$ cat src/rtl/ccu_pkg.sv
package ccu_pkg;
    typedef enum logic [1:0] {
        OP_NONE  = 2'b00,
        OP_CALL  = 2'b01,
        OP_ENTRY = 2'b10,
        OP_RET   = 2'b11
    } ccu_op_e;

    typedef enum logic [1:0] {
        FLT_NONE   = 2'b00,
        FLT_WINDOW = 2'b01,
        FLT_ENTRY  = 2'b10,
        FLT_STACK  = 2'b11
    } ccu_flt_e;

    typedef enum logic [1:0] {
        CFG_WIN_LO   = 2'b00,
        CFG_WIN_HI   = 2'b01,
        CFG_STK_BASE = 2'b10,
        CFG_STK_LIM  = 2'b11
    } ccu_cfg_e;
endpackage

$ cat src/rtl/ccu_window_bank.sv
module ccu_window_bank #(
    parameter int ADDR_W = 16,
    parameter int CID_W  = 3
) (
    input  logic              clk,
    input  logic              rst_n,
    input  logic              wr_lo,
    input  logic              wr_hi,
    input  logic [CID_W-1:0]  wr_cid,
    input  logic [ADDR_W-1:0] wr_val,
    input  logic [CID_W-1:0]  chk_cid,
    input  logic [ADDR_W-1:0] chk_addr,
    output logic              in_win
);
    localparam int NCTX = 1 << CID_W;

    typedef struct packed {
        logic [NCTX-1:0][ADDR_W-1:0] lo;
        logic [NCTX-1:0][ADDR_W-1:0] hi;
    } win_t;

    win_t win_d, win_q;
    logic [NCTX-1:0] hit;

    always_comb begin
        win_d = win_q;
        if (wr_lo) win_d.lo[wr_cid] = wr_val;
        if (wr_hi) win_d.hi[wr_cid] = wr_val;
    end

    always_ff @(posedge clk or negedge rst_n) begin
        if (!rst_n) begin
            win_q.lo <= '0;
            win_q.hi <= '1;
        end else begin
            win_q <= win_d;
        end
    end

    // one inclusive comparator pair per context
    for (genvar c = 0; c < NCTX; c++) begin : g_cmp
        assign hit[c] = (chk_addr >= win_q.lo[c]) && (chk_addr <= win_q.hi[c]);
    end

    assign in_win = hit[chk_cid];
endmodule

$ cat src/rtl/ccu_ret_stack.sv
module ccu_ret_stack #(
    parameter int PID_W = 2,
    parameter int DEPTH = 4,
    parameter int REC_W = 24,
    localparam int NPROC = 1 << PID_W,
    localparam int SLOTS = NPROC * DEPTH,
    localparam int SLOT_W = $clog2(SLOTS),
    localparam int PTR_W = SLOT_W + 1
) (
    input  logic             clk,
    input  logic             rst_n,
    input  logic [PID_W-1:0] sel_pid,
    input  logic             push,
    input  logic             pop,
    input  logic [REC_W-1:0] push_rec,
    input  logic             wr_base,
    input  logic             wr_lim,
    input  logic [PID_W-1:0] wr_pid,
    input  logic [PTR_W-1:0] wr_val,
    output logic             full,
    output logic             empty,
    output logic [REC_W-1:0] top_rec
);
    typedef struct packed {
        logic [NPROC-1:0][PTR_W-1:0] ptr;
        logic [NPROC-1:0][PTR_W-1:0] base;
        logic [NPROC-1:0][PTR_W-1:0] lim;
    } stk_t;

    stk_t st_d, st_q;
    logic [REC_W-1:0]  rec_mem [SLOTS];
    logic [SLOT_W-1:0] wr_slot, rd_slot;

    assign full    = (st_q.ptr[sel_pid] == st_q.lim[sel_pid]);
    assign empty   = (st_q.ptr[sel_pid] == st_q.base[sel_pid]);
    assign wr_slot = st_q.ptr[sel_pid][SLOT_W-1:0];
    assign rd_slot = st_q.ptr[sel_pid][SLOT_W-1:0] - SLOT_W'(1);
    assign top_rec = rec_mem[rd_slot];

    always_comb begin
        st_d = st_q;
        if (push)     st_d.ptr[sel_pid] = st_q.ptr[sel_pid] + PTR_W'(1);
        else if (pop) st_d.ptr[sel_pid] = st_q.ptr[sel_pid] - PTR_W'(1);
        if (wr_base) begin
            st_d.base[wr_pid] = wr_val;
            st_d.ptr[wr_pid]  = wr_val;
        end
        if (wr_lim) st_d.lim[wr_pid] = wr_val;
    end

    always_ff @(posedge clk or negedge rst_n) begin
        if (!rst_n) begin
            for (int p = 0; p < NPROC; p++) begin
                st_q.ptr[p]  <= PTR_W'(p * DEPTH);
                st_q.base[p] <= PTR_W'(p * DEPTH);
                st_q.lim[p]  <= PTR_W'((p + 1) * DEPTH);
            end
        end else begin
            st_q <= st_d;
        end
    end

    always_ff @(posedge clk) begin
        if (push) rec_mem[wr_slot] <= push_rec;
    end
endmodule

$ cat src/rtl/ctx_call_unit.sv
module ctx_call_unit
    import ccu_pkg::*;
#(
    parameter int ADDR_W = 16,
    parameter int TID_W  = 3,
    parameter int PID_W  = 2,
    parameter int CID_W  = 3,
    parameter int DEPTH  = 4,
    parameter int OP_W   = 16,
    parameter logic [OP_W-1:0] ENTRY_OP = 16'hE7A0
) (
    input  logic              clk,
    input  logic              rst_n,
    input  logic              op_valid,
    input  logic [1:0]        op_kind,
    input  logic [TID_W-1:0]  cur_tid,
    input  logic [PID_W-1:0]  cur_pid,
    input  logic [CID_W-1:0]  cur_cid,
    input  logic [ADDR_W-1:0] ret_pc,
    input  logic [ADDR_W-1:0] tgt_addr,
    input  logic [CID_W-1:0]  tgt_cid,
    input  logic [OP_W-1:0]   tgt_opcode,
    input  logic              cfg_we,
    input  logic [1:0]        cfg_sel,
    input  logic [CID_W-1:0]  cfg_idx,
    input  logic [ADDR_W-1:0] cfg_data,
    output logic              out_valid,
    output logic [ADDR_W-1:0] out_pc,
    output logic [CID_W-1:0]  out_cid,
    output logic [TID_W-1:0]  out_tid,
    output logic [PID_W-1:0]  out_pid,
    output logic              ent_valid,
    output logic [TID_W-1:0]  ent_tid,
    output logic [PID_W-1:0]  ent_pid,
    output logic              flt_valid,
    output logic [1:0]        flt_code
);
    localparam int PTR_W = $clog2((1 << PID_W) * DEPTH) + 1;

    typedef struct packed {
        logic [ADDR_W-1:0] pc;
        logic [TID_W-1:0]  tid;
        logic [PID_W-1:0]  pid;
        logic [CID_W-1:0]  cid;
    } rec_t;

    localparam int REC_W = $bits(rec_t);

    typedef struct packed {
        logic              ov;
        logic [ADDR_W-1:0] pc;
        logic [CID_W-1:0]  cid;
        logic [TID_W-1:0]  tid;
        logic [PID_W-1:0]  pid;
        logic              ev;
        logic [TID_W-1:0]  etid;
        logic [PID_W-1:0]  epid;
        logic              fv;
        logic [1:0]        fc;
    } out_t;

    out_t out_d, out_q;

    logic             in_win, stk_full, stk_empty;
    logic             do_push, do_pop;
    logic [REC_W-1:0] top_raw;
    rec_t             top, new_rec;
    logic             is_call, is_entry, is_ret;

    assign is_call  = op_valid && (op_kind == OP_CALL);
    assign is_entry = op_valid && (op_kind == OP_ENTRY);
    assign is_ret   = op_valid && (op_kind == OP_RET);

    assign new_rec = '{pc: ret_pc, tid: cur_tid, pid: cur_pid, cid: cur_cid};
    assign top     = rec_t'(top_raw);

    ccu_window_bank #(.ADDR_W(ADDR_W), .CID_W(CID_W)) u_win (
        .clk      (clk),
        .rst_n    (rst_n),
        .wr_lo    (cfg_we && (cfg_sel == CFG_WIN_LO)),
        .wr_hi    (cfg_we && (cfg_sel == CFG_WIN_HI)),
        .wr_cid   (cfg_idx),
        .wr_val   (cfg_data),
        .chk_cid  (tgt_cid),
        .chk_addr (tgt_addr),
        .in_win   (in_win)
    );

    ccu_ret_stack #(.PID_W(PID_W), .DEPTH(DEPTH), .REC_W(REC_W)) u_stk (
        .clk      (clk),
        .rst_n    (rst_n),
        .sel_pid  (cur_pid),
        .push     (do_push),
        .pop      (do_pop),
        .push_rec (new_rec),
        .wr_base  (cfg_we && (cfg_sel == CFG_STK_BASE)),
        .wr_lim   (cfg_we && (cfg_sel == CFG_STK_LIM)),
        .wr_pid   (cfg_idx[PID_W-1:0]),
        .wr_val   (cfg_data[PTR_W-1:0]),
        .full     (stk_full),
        .empty    (stk_empty),
        .top_rec  (top_raw)
    );

    always_comb begin
        out_d    = out_q;
        out_d.ov = 1'b0;
        out_d.ev = 1'b0;
        out_d.fv = 1'b0;
        do_push  = 1'b0;
        do_pop   = 1'b0;

        if (is_call) begin
            // check order: window, then entry opcode, then stack room
            if (!in_win) begin
                out_d.fv = 1'b1;
                out_d.fc = FLT_WINDOW;
            end else if (tgt_opcode != ENTRY_OP) begin
                out_d.fv = 1'b1;
                out_d.fc = FLT_ENTRY;
            end else if (stk_full) begin
                out_d.fv = 1'b1;
                out_d.fc = FLT_STACK;
            end else begin
                do_push   = 1'b1;
                out_d.ov  = 1'b1;
                out_d.pc  = tgt_addr;
                out_d.cid = tgt_cid;
                out_d.tid = cur_tid;
                out_d.pid = cur_pid;
            end
        end else if (is_entry) begin
            if (stk_empty) begin
                out_d.fv = 1'b1;
                out_d.fc = FLT_STACK;
            end else begin
                out_d.ev   = 1'b1;
                out_d.etid = top.tid;
                out_d.epid = top.pid;
            end
        end else if (is_ret) begin
            if (stk_empty) begin
                out_d.fv = 1'b1;
                out_d.fc = FLT_STACK;
            end else begin
                do_pop    = 1'b1;
                out_d.ov  = 1'b1;
                out_d.pc  = top.pc;
                out_d.cid = top.cid;
                out_d.tid = top.tid;
                out_d.pid = top.pid;
            end
        end
    end

    always_ff @(posedge clk or negedge rst_n) begin
        if (!rst_n) out_q <= '0;
        else        out_q <= out_d;
    end

    assign out_valid = out_q.ov;
    assign out_pc    = out_q.pc;
    assign out_cid   = out_q.cid;
    assign out_tid   = out_q.tid;
    assign out_pid   = out_q.pid;
    assign ent_valid = out_q.ev;
    assign ent_tid   = out_q.etid;
    assign ent_pid   = out_q.epid;
    assign flt_valid = out_q.fv;
    assign flt_code  = out_q.fc;
endmodule

$ cat config.mk
export PLATFORM = sky130hd
export DESIGN_NAME = ctx_call_unit
export DESIGN_NICKNAME = d
export VERILOG_FILES = /design/src/rtl/ccu_pkg.sv /design/src/rtl/ccu_window_bank.sv /design/src/rtl/ccu_ret_stack.sv /design/src/rtl/ctx_call_unit.sv
export SDC_FILE = /design/constraint.sdc
export NUM_CORES = 1
export LEC_CHECK = 0
export CAP_MARGIN = 20
export CORE_MARGIN = 2
export CORE_UTILIZATION = 55
export DETAILED_ROUTE_END_ITERATION = 12
export PLACE_DENSITY = 0.73
export SLEW_MARGIN = 20
export SYNTH_ARGS = -nofsm -noshare
export SYNTH_HDL_FRONTEND = slang
export SYNTH_SLANG_ARGS = --single-unit
$ cat constraint.sdc
create_clock -name clk -period 9.2 [get_ports clk]
set_input_delay 1.84 -clock clk [delete_from_list [all_inputs] [get_ports clk]]
set_output_delay 1.84 -clock clk [all_outputs]
set_load 0.05 [all_outputs]
# Yosys cells after proc, flatten, opt, wreduce, memory -nomap -nowiden
# Memory sizes are Yosys's and may differ from the RTL's.
# Cells that the tools add are included.
# W data, S select, Z words.
# totals
word_cells	157
input_bits	86
n_memories	1
output_inout_bits	34
ram_bits	384
reg_bits	350
# memory_table
memory	depth	word_bits	read_ports	rd_clocked_by_memory_dff	wr	line_no	text
u_stk.rec_mem	16	24	1	0	1	ccu_ret_stack.sv:31	logic [REC_W-1:0] rec_mem [SLOTS];
# op_classes
n_addsub	3
muxes	51
n_eq_ne	15
bitwise_logic	2
magnitude_cmp	23
n_reduce_logical	24
# op_table
operator	count
$bwmux W128	2
$mux W25	7
$ge A16 B16 Y1	8
$le A16 B16 Y1	8
$bwmux W20	5
$demux W16 S3	1
$mux W20	2
$mux W40	1
$bmux W5 S2	3
$mux W5	5
$mux W3	7
$demux W5 S2	2
$logic_and A1 B1 Y1	18
$mux W6	3
$mux W16	1
$ne A16 B16 Y1 const B	1
$mux W1	11
$eq A5 B5 Y1	2
$eq A2 B2 Y1 const B	4
$lt A3 B4 Y1 const B	2
$ne A2 B2 Y1 const B	4
$lt A2 B3 Y1 const B	2
$reduce_and A6 Y1	1
$add A5 B1 Y5 const B	1
14 further kinds	17

# Logic depth before layout (Yosys ltp)
# logic_depth
ltp_word	11
mapped_depth	14
ltp_nobuf	13

# Modules after synthesis
# Synthesis repeated with hierarchy kept, for this count alone.
# unflattened
hier_cells	2949
area_unflattened_um2	36446.2
# modules_own_cells
mod	area_each_um2	instances	cells_each
ccu_ret_stack	19068.3	1	1237
ccu_window_bank	15831.4	1	1589
ctx_call_unit	1546.5	1	123

# Worst setup path before layout
# No wires, ideal clock.
# synth_path
path_type	in2reg
start	in tgt_addr[0]
end	mem u_stk.rec_mem[7][0] (enable)
required_time_ps	8795
arrival_time_ps	5424
n_path_buf	2
stages	14
setup_time_ps	405
path_slack_ps	3371
path_cell_list	inv_1 ha_1 nand2b_1 a211oi_1 o21bai_1 a31oi_1 o31a_1 o41a_1 o22ai_2 nor3b_4 buf_6 buf_6 nand2_1 nor2_1
# synth_between
elab_chain_cells	8
word_cells_on_any_way	30
cone_classes	order compare (16); mux (6); reduce/logical (8)
# synth_lines
element	line_no	text
start, declared	ctx_call_unit.sv:20	input logic [ADDR_W-1:0] tgt_addr,
$ge A16 B16 Y1 / $le A16 B16 Y1 (equally long branches)	ccu_window_bank.sv:42	assign hit[c] = (chk_addr >= win_q.lo[c]) && (chk_addr <= win_q.hi[c]);
$logic_and A1 B1 Y1	ccu_window_bank.sv:42	
$bmux W1 S3 (*)	ccu_window_bank.sv:45	assign in_win = hit[chk_cid];
$mux W1 (not written as such) (*)	ccu_window_bank.sv:45	
$mux W1 (*)	ctx_call_unit.sv:115	if (!in_win) begin
$mux W1 (*)	ctx_call_unit.sv:113	if (is_call) begin
$mux W1 (*)	ccu_ret_stack.sv:64	if (push) rec_mem[wr_slot] <= push_rec;
$mux W1 (not written as such) (*)	ccu_ret_stack.sv:64	
end, declared	ccu_ret_stack.sv:31	
# Every way passes the cells marked *; elsewhere a longest branch is shown, timed or not. The select of a mux whose other input is x is not followed.

# Worst setup path after layout
# layout_path
start	in tgt_addr[11]
end	mem u_stk.rec_mem[0][14] (enable)
# Same word-level chain as after synthesis.

==> results.rst <==
.. list-table::
   :header-rows: 1

   * - Metric
     - Value
   * - Routed via count
     - about 22000
   * - NetSw
     - 0.003516 W
   * - Average footprint of a synthesized cell
     - ~14 µm²
   * - Hold_ws
     - around 460 ps
   * - Sum of net half-perimeters after detailed placement
     - around 58000 µm
   * - Total global routing track utilization
     - about 28%
   * - Switching power as a share of total power
     - 32.18%
   * - Area of combinational cells with multiple inputs
     - 13300 µm²
   * - Final core utilization
     - 63.51%
   * - Part of the cycle the worst path needs
     - between 60% and 70%
   * - Synthesis-stage register bit count
     - about 730
   * - Time the worst path needs with I/O delays and setup
     - roughly 6400 ps
   * - TritonCTS clock tree
     - built
   * - Rows
     - a little over 90
   * - Number of cells upsized or downsized after cts
     - 0
   * - Number of enable-type register cells in the synthesized netlist
     - around 380
   * - Max Cap Viol
     - 0
   * - Core Box Area
     - 62970 µm²
   * - Final-report setup violation count
     - 0
   * - Power share of the sequential group
     - about 38%
   * - Vias per inst
     - 6.123
   * - Sequential-to-total area share from yosys stat
     - 58.46%
   * - Sequential Area
     - about 20000 µm²
   * - Critical path class
     - primary input to flop
   * - Main flop type after synthesis
     - edfxtp_1
   * - I/O pin total
     - 120
   * - Number of CTS-inserted buffers
     - between 70 and 80
   * - Worst setup SP type
     - primary input
   * - Setup repair after global routing missed its margin
     - no
   * - Antenna diode instance count
     - 0
   * - Post-cts hold buffer count
     - 0
   * - Post-CTS setup-driven buffer insertion count
     - 0
   * - Final estimated routing congestion in global placement
     - between 0.8 and 0.9
   * - Post-layout net count
     - slightly above 3000
   * - First-pass GRT wire length
     - 138200 µm
   * - Worst EP required
     - around 9600 ps
   * - Input/output buffers
     - 119
   * - CP cell instances
     - clkdlybuf4s50_1 > ha_1 > nand2_1 > nor3_1 > nand4_1 > o21ai_0 > a31oi_1 > o32a_1 > o22ai_2 > nor3b_4 > nand2_1 > nor2_2 > buf_4
   * - Iter 0 DRT Violations
     - 2103
   * - Final max-slew violation count
     - 0
   * - Top fanout value on the critical path
     - 17
   * - Cell with the most instances on the worst path
     - nand2_1
   * - Residual DRC
     - 0
   * - Number of global-route vias before repair
     - roughly 23000
   * - Family with the most delay on the worst path
     - simple AND/OR/NAND/NOR gates
   * - Final setup margin
     - 2798 ps
   * - Remaining global-route overflow
     - 0
   * - Largest stage delay, worst path
     - around 1000 ps
   * - Total die area
     - about 66000 µm²
   * - Min-Delay Path Class
     - flop to flop
   * - Number of cells produced by synthesis
     - 2557
   * - Number of different library cells in the post-synthesis netlist
     - 63
   * - H-tree level count
     - 3
   * - Setup WS pre-CTS
     - 2122 ps
   * - Outcome
     - finished clean
   * - Clock network fraction of total power
     - 29.3%
   * - Count of final hold-check violations
     - 0
   * - Total of fill cells in the finished design
     - 4636
   * - Share of final-layout standard cells stronger than drive strength 1
     - about a quarter
   * - Static power due to leakage
     - 15.99 nW
   * - Syn Std Cell Area
     - 35010 µm²
   * - Cell with the largest stage delay on the worst path
     - clkdlybuf4s50_1
   * - CP Data Arrival Time
     - a little under 7000 ps
   * - Logic pwr share
     - between 30% and 40%
   * - Kind of capture point of the worst setup path
     - flop
   * - Worst-case headroom to the max-slew limit
     - about 24%
   * - Largest net degree at the start of global routing
     - between 150 and 200
   * - CTS Root Buffer Type
     - clkbuf_16
   * - Peak ir drop on the vdd network
     - between 0.2 and 0.25 mV
   * - Initial DRT Pass Iterations
     - 5
   * - Total negative slack for setup checks
     - 0 ps
   * - Maximum clock insertion buffer count
     - 3
   * - Insertion delay to the later sink of the worst-skew pair
     - between 600 and 700 ps
   * - Residual antenna-violating net count after detailed routing
     - 0
   * - Wirelength per Cell
     - approximately 25 µm
   * - Share of async-settable or async-resettable flops after synthesis
     - a little under half
   * - Effective utilization at floorplan
     - between 50 and 60%
   * - Clock sink count
     - 734
   * - Die extent in y
     - around 260 µm
   * - Clock skew
     - ~56 ps
   * - Slew at the pin closest to its max-slew limit
     - 1132 ps
   * - Worst path bufs/invs
     - 2
   * - Initial antenna violation count
     - 0
   * - Die X-Extent
     - ~260 µm
   * - Synthesized net count
     - between 2000 and 3000
   * - Post-Route WL
     - 89690 µm
   * - FMAX
     - around 0.16 GHz
   * - PD cells
     - 273.2 nW/µm²
   * - Count of synthesis-stage warnings from yosys
     - 0
   * - Cell-internal power
     - around 0.0074 W
   * - Synthesis-to-finish area growth
     - 14.24%
   * - Placed instance area
     - approximately 37000 µm²
   * - Clk pin slew, worst setup/hold paths
     - approximately 60 ps
   * - Cell area after layout
     - 39990 µm²
## cell usage in the layout (no fill, tap or decap), drive strengths merged, types with 62 or more instances in the layout
cell	Yosys	routed
dfstp	141	141
nor2	62	62
nand2	256	256
clkbuf	72	105
clkdlybuf4s50	0	112
dfrtp	209	209
a21oi	88	88
edfxtp	384	384
mux4	135	135
inv	250	252
o21ai	147	147
mux2	191	191
ha	261	261
## cell usage after synthesis, types with 14 or more instances
cell type	n	area share (%)
ha_1	261	9.3
a211oi_1	14	0.30
nor3_1	25	0.36
nand3_1	26	0.37
nor2b_1	15	0.27
nor2_1	62	0.66
a21oi_1	87	1.2
buf_2	18	0.26
o21ai_0	140	2.0
mux2_2	191	6.1
nand2_1	256	2.7
nand4_1	41	0.73
clkbuf_1	72	0.77
edfxtp_1	384	33
dfrtp_1	209	15
inv_1	250	2.7
a21o_1	34	0.73
mux4_2	135	8.7
nand2b_1	19	0.34
dfstp_2	141	11
a22oi_1	24	0.51
## state kept, by name (all words and copies together) (netlist names), 2 cells and up
name,count
ent_tid,3
out_cid,3
ent_pid,2
u_win.win_q,256
flt_code,2
out_tid,3
out_pid,2
out_pc,16
u_stk.rec_mem,384
u_stk.st_q,60
## path summary, 6_finish.rpt
path | start | to | slack, ps | cells past startpoint
worst max-delay path | tgt_addr[11] | u_stk.rec_mem[0][14] | 2800 | 13
worst min register to register | u_stk.st_q[33] | u_stk.st_q[33] | 460 | 2
worst max register to register | u_win.win_q[47] | u_stk.rec_mem[0][14] | 4730 | 13
min in group asynchronous | rst_n | u_win.win_q[170] | 1320 | 1
max in group asynchronous | rst_n | u_win.win_q[221] | 6330 | 2
worst min-delay path | u_stk.st_q[33] | u_stk.st_q[33] | 460 | 2
## kinds of logic after synthesis
| family | count (synthesis) | synth area share (%) |
|---|---|---|
| AO/OA/AOI/OAI | 382 | 6.662 |
| XOR/XNOR | 17 | 0.4253 |
| adder cells (fa/ha/maj) | 261 | 9.329 |
| buffers and inverters | 351 | 3.925 |
| flip-flops | 734 | 58.46 |
| multiplexers | 326 | 14.83 |
| AND/OR/NAND/NOR | 486 | 6.366 |
## through the flow
step	total power, W	cells
floorplan	0.006604	2557
global placement	0.007660	3471
detailed placement	0.007757	3471
CTS	0.01098	3618
global route	0.01141	3618
finish	0.01093	3618
## power by group through the flow
stage | Sequential [W] | Combinational (W) | Clock [W]
2_1_floorplan | 0.00435 | 0.00225 | 0
3_3_place_gp | 0.00418 | 0.00348 | 0
3_5_place_dp | 0.00419 | 0.00356 | 0
4_1_cts | 0.00414 | 0.00360 | 0.00324
5_1_grt | 0.00418 | 0.00386 | 0.00338
6_report | 0.00414 | 0.00359 | 0.00320
## tightest hold or removal path, stage by stage, from the launching register on
cell and delay (ps):
dfstp_2 370, nand2_1 50, nand2_1 50
## metal layers
metal	global-route usage, %	wire length (µm)	part of all wire (%)	up-vias
li1	-	-	-	9683
met1	36.55	35430	40	11346
met2	46.27	44710	50	907
met3	3.865	5743	6.4	217
met4	11.91	3808	4.2	0
met5	0	0	0	-
## area by class of cell
type / instances / area share [%]
inverter: 250 / 2.347
clock buffer: 105 / 5.388
timing repair buffer: 169 / 3.917
tap: 846 / 2.647
sequential: 734 / 51.18
clock inverter: 42 / 1.255
multi-input combinational: 1472 / 33.27
(Power assumes the default switching activity.)
